<file path="config.mk">
export PLATFORM = sky130hd
export DESIGN_NAME = irq_mask_ctrl
export DESIGN_NICKNAME = d
export VERILOG_FILES = /design/src/rtl/imsc_pkg.sv /design/src/rtl/imsc_decode.sv /design/src/rtl/imsc_bit.sv /design/src/rtl/imsc_rdmux.sv /design/src/rtl/irq_mask_ctrl.sv
export SDC_FILE = /design/constraint.sdc
export NUM_CORES = 1
export LEC_CHECK = 0
export ABC_AREA = 1
export CORE_ASPECT_RATIO = 0.9
export CORE_UTILIZATION = 25
export DETAILED_ROUTE_END_ITERATION = 8
export GPL_ROUTABILITY_DRIVEN = 0
export HOLD_SLACK_MARGIN = 0.08
export PLACE_DENSITY = 0.95
export SETUP_SLACK_MARGIN = 0.2
export SKIP_LAST_GASP = 1
export SLEW_MARGIN = 20
export SYNTH_ARGS = -nofsm -noshare
export SYNTH_HDL_FRONTEND = slang
export SYNTH_HIERARCHICAL = 1
export SYNTH_SLANG_ARGS = --single-unit
</file>
<file path="constraint.sdc">
create_clock -name clk_i -period 1.78 [get_ports clk_i]
set_input_delay 0.445 -clock clk_i [delete_from_list [all_inputs] [get_ports clk_i]]
set_output_delay 0.445 -clock clk_i [all_outputs]
set_load 0.02 [all_outputs]
</file>
<file path="src/rtl/imsc_pkg.sv">
package imsc_pkg;

   // Byte offsets of the register words
   localparam int unsigned OFS_STAT = 0;
   localparam int unsigned OFS_MASK = 4;
   localparam int unsigned OFS_EN   = 8;
   localparam int unsigned OFS_DIS  = 12;

   typedef enum logic [2:0] {
      SEL_NONE = 3'd0,
      SEL_STAT = 3'd1,
      SEL_MASK = 3'd2,
      SEL_EN   = 3'd3,
      SEL_DIS  = 3'd4
   } reg_sel_e;

endpackage

</file>
<file path="src/rtl/imsc_decode.sv">
module imsc_decode
   import imsc_pkg::*;
#(
   parameter int unsigned ADDR_W = 6
) (
   input  logic              vld_i,
   input  logic              wr_i,
   input  logic [ADDR_W-1:0] addr_i,
   output logic              wr_stat_o,
   output logic              wr_en_o,
   output logic              wr_dis_o,
   output logic              rd_o,
   output reg_sel_e          rd_sel_o
);
   localparam int unsigned IDX_W = ADDR_W - 2;

   logic             aligned;
   logic [IDX_W-1:0] idx;
   reg_sel_e         sel;

   assign aligned = (addr_i[1:0] == 2'b00);
   assign idx     = addr_i[ADDR_W-1:2];

   always_comb begin
      sel = SEL_NONE;
      if (aligned) begin
         if      (idx == IDX_W'(OFS_STAT / 4)) sel = SEL_STAT;
         else if (idx == IDX_W'(OFS_MASK / 4)) sel = SEL_MASK;
         else if (idx == IDX_W'(OFS_EN / 4))   sel = SEL_EN;
         else if (idx == IDX_W'(OFS_DIS / 4))  sel = SEL_DIS;
      end
   end

   assign wr_stat_o = vld_i && wr_i && (sel == SEL_STAT);
   assign wr_en_o   = vld_i && wr_i && (sel == SEL_EN);
   assign wr_dis_o  = vld_i && wr_i && (sel == SEL_DIS);
   assign rd_o      = vld_i && !wr_i;
   assign rd_sel_o  = sel;

endmodule

</file>
<file path="src/rtl/imsc_bit.sv">
module imsc_bit #(
   parameter bit MASK_RST = 1'b1
) (
   input  logic clk_i,
   input  logic rst_ni,
   input  logic evt_i,
   input  logic clr_i,
   input  logic en_i,
   input  logic dis_i,
   output logic stat_o,
   output logic mask_o
);
   logic stat_q, mask_q;

   // Event has priority over the software clear
   always_ff @(posedge clk_i or negedge rst_ni) begin
      if (!rst_ni) stat_q <= 1'b0;
      else         stat_q <= evt_i | (stat_q & ~clr_i);
   end

   always_ff @(posedge clk_i or negedge rst_ni) begin
      if (!rst_ni)     mask_q <= MASK_RST;
      else if (dis_i)  mask_q <= 1'b1;
      else if (en_i)   mask_q <= 1'b0;
   end

   assign stat_o = stat_q;
   assign mask_o = mask_q;

endmodule

</file>
<file path="src/rtl/imsc_rdmux.sv">
module imsc_rdmux
   import imsc_pkg::*;
#(
   parameter int unsigned NUM_SRC = 1,
   parameter int unsigned DATA_W  = 32
) (
   input  logic               clk_i,
   input  logic               rst_ni,
   input  logic               rd_i,
   input  reg_sel_e           sel_i,
   input  logic [NUM_SRC-1:0] stat_i,
   input  logic [NUM_SRC-1:0] mask_i,
   output logic [DATA_W-1:0]  rdata_o,
   output logic               rvld_o
);
   logic [DATA_W-1:0] rdata_d, rdata_q;
   logic              rvld_q;

   always_comb begin
      rdata_d = '0;
      if (rd_i) begin
         unique case (sel_i)
            SEL_STAT: rdata_d = DATA_W'(stat_i);
            SEL_MASK: rdata_d = DATA_W'(mask_i);
            default:  rdata_d = '0;
         endcase
      end
   end

   always_ff @(posedge clk_i or negedge rst_ni) begin
      if (!rst_ni) begin
         rdata_q <= '0;
         rvld_q  <= 1'b0;
      end else begin
         rdata_q <= rdata_d;
         rvld_q  <= rd_i;
      end
   end

   assign rdata_o = rdata_q;
   assign rvld_o  = rvld_q;

endmodule

</file>
<file path="src/rtl/irq_mask_ctrl.sv">
module irq_mask_ctrl
   import imsc_pkg::*;
#(
   parameter int unsigned NUM_SRC = 1,
   parameter int unsigned DATA_W  = 32,
   parameter int unsigned ADDR_W  = 6,
   parameter bit          IRQ_REG = 1'b0
) (
   input  logic               clk_i,
   input  logic               rst_ni,
   input  logic [NUM_SRC-1:0] evt_i,
   input  logic               bus_vld_i,
   input  logic               bus_wr_i,
   input  logic [ADDR_W-1:0]  bus_addr_i,
   input  logic [DATA_W-1:0]  bus_wdata_i,
   output logic [DATA_W-1:0]  bus_rdata_o,
   output logic               bus_rvld_o,
   output logic               irq_o
);
   localparam int unsigned MIN_ADDR_W = 4;

   initial begin
      if (NUM_SRC < 1 || NUM_SRC > DATA_W)
         $fatal(1, "irq_mask_ctrl: NUM_SRC must lie in 1..DATA_W");
      if (DATA_W % 8 != 0)
         $fatal(1, "irq_mask_ctrl: DATA_W must be whole bytes");
      if (ADDR_W < MIN_ADDR_W)
         $fatal(1, "irq_mask_ctrl: ADDR_W too small for four words");
   end

   logic               wr_stat, wr_en, wr_dis, rd;
   reg_sel_e           rd_sel;
   logic [NUM_SRC-1:0] stat_q, mask_q;
   logic [NUM_SRC-1:0] wd_lo;
   logic               unused_wdata;
   logic               pend;

   assign wd_lo        = bus_wdata_i[NUM_SRC-1:0];
   assign unused_wdata = ^bus_wdata_i;

   imsc_decode #(.ADDR_W(ADDR_W)) u_dec (
      .vld_i     (bus_vld_i),
      .wr_i      (bus_wr_i),
      .addr_i    (bus_addr_i),
      .wr_stat_o (wr_stat),
      .wr_en_o   (wr_en),
      .wr_dis_o  (wr_dis),
      .rd_o      (rd),
      .rd_sel_o  (rd_sel)
   );

   for (genvar k = 0; k < NUM_SRC; k++) begin : g_src
      imsc_bit #(.MASK_RST(1'b1)) u_bit (
         .clk_i  (clk_i),
         .rst_ni (rst_ni),
         .evt_i  (evt_i[k]),
         .clr_i  (wr_stat & wd_lo[k]),
         .en_i   (wr_en & wd_lo[k]),
         .dis_i  (wr_dis & wd_lo[k]),
         .stat_o (stat_q[k]),
         .mask_o (mask_q[k])
      );
   end

   imsc_rdmux #(.NUM_SRC(NUM_SRC), .DATA_W(DATA_W)) u_rd (
      .clk_i   (clk_i),
      .rst_ni  (rst_ni),
      .rd_i    (rd),
      .sel_i   (rd_sel),
      .stat_i  (stat_q),
      .mask_i  (mask_q),
      .rdata_o (bus_rdata_o),
      .rvld_o  (bus_rvld_o)
   );

   assign pend = |(stat_q & ~mask_q);

   if (IRQ_REG) begin : g_irq_ff
      logic irq_q;
      always_ff @(posedge clk_i or negedge rst_ni) begin
         if (!rst_ni) irq_q <= 1'b0;
         else         irq_q <= pend;
      end
      assign irq_o = irq_q;
   end else begin : g_irq_comb
      assign irq_o = pend;
   end

endmodule

</file>
==> results.json <==
{
  "fp.dieW_um": 50.73,
  "hold_viol_final": 0,
  "r2r_end": "u_rd/rdata_o[0]",
  "ys_types": 12,
  "multiInputGateArea_um2": 252.7,
  "dpl.cell_count": 120,
  "drive_gt1_share_pct": 10.10,
  "design_area_um2": 604.3,
  "critPathCaptureType": "output pin",
  "clock_sinks": 4,
  "grt_pass1_vias": 278,
  "syn_area_per_cell_um2": 6.515,
  "r2r_setup_slack_ns": 1.01,
  "port_buffers": 14,
  "cts_buffers": 3,
  "powerDensity_nw_per_um2": 549.1,
  "synthCells": 82,
  "wl_per_cell_um": 5.258,
  "finalCritPeriodShare_pct": 78.44,
  "nets": 143,
  "grt_max_degree": 6,
  "synth_area_um2": 534.3,
  "hp-class": "in -> async",
  "crit_fanout": 3,
  "fin_skew_ns": 0.005615,
  "wirelength_um": 652,
  "cts_setup_buffers": 0,
  "coreArea_um2": 1971,
  "worst_r2r_path_depth": 2,
  "clk_latency_ns": 0.23,
  "min_period_ns": 1.396,
  "post_dp_cell_area_um2": 585.6,
  "clk_path_buf_depth": 2,
  "ys_warn_count": 6,
  "fin_ws_ns": 0.3837,
  "ant_nets": 0,
  "antenna_found_initial": 0,
  "dieArea_um2": 2326,
  "design.portCount": 77,
  "setup_viol": 0,
  "dp.final_hpwl_um": 616.7,
  "ff_latch_area_um2": 101.3,
  "status": "finished, final reports clean",
  "worstPathArrival_ns": 0.95,
  "first_pass_iters": 3,
  "hold_ws_ns": 0.4051,
  "vias_per_cell": 3.097,
  "h-tree-depth": 1,
  "rsz0062_at_grt": "false",
  "grt_pass1_wl_um": 1000,
  "drc": 0,
  "rows": 15,
  "fin_cells": 124,
  "setup_tns_ns": 0,
  "startpoint_type": "flip-flop",
  "track_usage_pct": 6.063,
  "synth.yosys.seq_area_share_pct": 18.97,
  "maxCapViolations": 0,
  "postLayoutCoreUtil_pct": 30.67,
  "leakage_nw": 0.3692,
  "pre_cts_slack_ns": 0.1614,
  "filler_cell_count": 231,
  "finalPower_mw": 0.3318,
  "clock.fmax_mhz": 716.2,
  "yosys_register_bits": 4,
  "die_h_um": 45.86,
  "cts_root_buf": "clkbuf_4",
  "vias": 384,
  "synthToLayoutAreaGrowth_pct": 13.11,
  "gr-total-overflow": 0,
  "worstSetupStartpoint": "g_src[0].u_bit/mask_o",
  "clk_pin_slew_ns": 0.04,
  "crit_type": "reg -> out",
  "ir_drop_uv": 150.7,
  "cp.required_ns": 1.33,
  "drt_iter0_markers": 4,
  "cts_tree": "yes",
  "start_util_pct": 27.11,
  "reg2reg_from": "g_src[0].u_bit/mask_o",
  "diodes": 0,
  "maxSlewViolCount": 0
}
## Yosys cell counts
cell     count  area (µm²)
a21oi_1      1       5.000
dfrtp_1      3       75.07
inv_1       16       60.06
nand3_2      1       10.01
nand3_1      1       5.000
nor2_2       4       25.02
buf_4       31       232.7
conb_1       1       3.750
nand2_1     14       52.55
xnor2_1      1       8.760
nor2_1       8       30.03
dfstp_2      1       26.28
## cell usage in the layout (no fill, tap or decap)
| cell type | Yosys | routed |
|---|---|---|
| a21oi_1 | 1 | 1 |
| dfstp_2 | 1 | 1 |
| nand3_1 | 1 | 1 |
| clkbuf_4 | 0 | 3 |
| dlygate4sd2_1 | 0 | 2 |
| clkbuf_1 | 0 | 1 |
| nand2_1 | 14 | 14 |
| nand3_2 | 1 | 1 |
| xnor2_1 | 1 | 1 |
| nor2_1 | 8 | 8 |
| clkbuf_2 | 0 | 1 |
| dfrtp_1 | 3 | 3 |
| nor2_2 | 4 | 4 |
| conb_1 | 1 | 31 |
| clkdlybuf4s50_1 | 0 | 11 |
| inv_1 | 16 | 16 |
## state kept, by name (all words and copies together) (netlist names)
name / flops
u_rd/rdata_o: 1
g_src.u_bit/mask_o: 1
g_src.u_bit/stat_o: 1
u_rd/rvld_o: 1
## per-layer routing
| metal | vias to the layer above | routed length, µm | track usage (%) |
|---|---|---|---|
| met4 | 0 | 0 | 6.667 |
| met1 | 156 | 259 | 6.931 |
| li1 | 205 | - | - |
| met2 | 23 | 329 | 9.067 |
| met5 | - | 0 | 0 |
| met3 | 0 | 64 | 1.333 |
## worst max-delay path by stage
stage,cells past startpoint,slack (ns),endpoint
2_1_floorplan,2,0.68,irq_o
3_3_place_gp,7,0.19,u_rd/rdata_o[0]
3_5_place_dp,7,0.16,u_rd/rdata_o[0]
4_1_cts,2,0.21,irq_o
5_1_grt,7,0.31,u_rd/rdata_o[0]
6_report,2,0.38,irq_o
## final cells by class
cell class                      instances  area share (%)
Tap cell                               25           5.176
Timing Repair Buffer                   14           21.95
Inverter                               16           9.938
Sequential cell                         4           16.77
Clock buffer                            4           4.348
Multi-Input combinational cell         61           41.82
## critical path, cell delays in order (launching register included)
cell	delay (ns)
dfstp_2	0.53
nor2_1	0.05
clkbuf_2	0.14
## cells by family (layout without fill, tap and decap cells)
kind of cell | count (synthesis) | count (layout) | synth area share [%]
xor+xnor | 1 | 1 | 1.640
compound gates | 1 | 1 | 0.9359
buf+inv | 47 | 34 | 54.80
other cells | 1 | 31 | 0.7019
flops | 4 | 4 | 18.97
simple gates | 28 | 28 | 22.95
## what timing repair did
item / CTS / global route
setup endpoints to repair: 3 / 1
gates cloned: 0 / 0
hold buffers: 0 / 0
resized for setup: 3 / 2
endpoints found under the hold margin: 0 / 0
## report_power, final
part,internal (mW),switching (mW),total (mW)
registers,0.0962,0.00175,0.0979
clock network,0.0841,0.0371,0.121
logic,0.0312,0.0815,0.113
(Power assumes the default switching activity.)
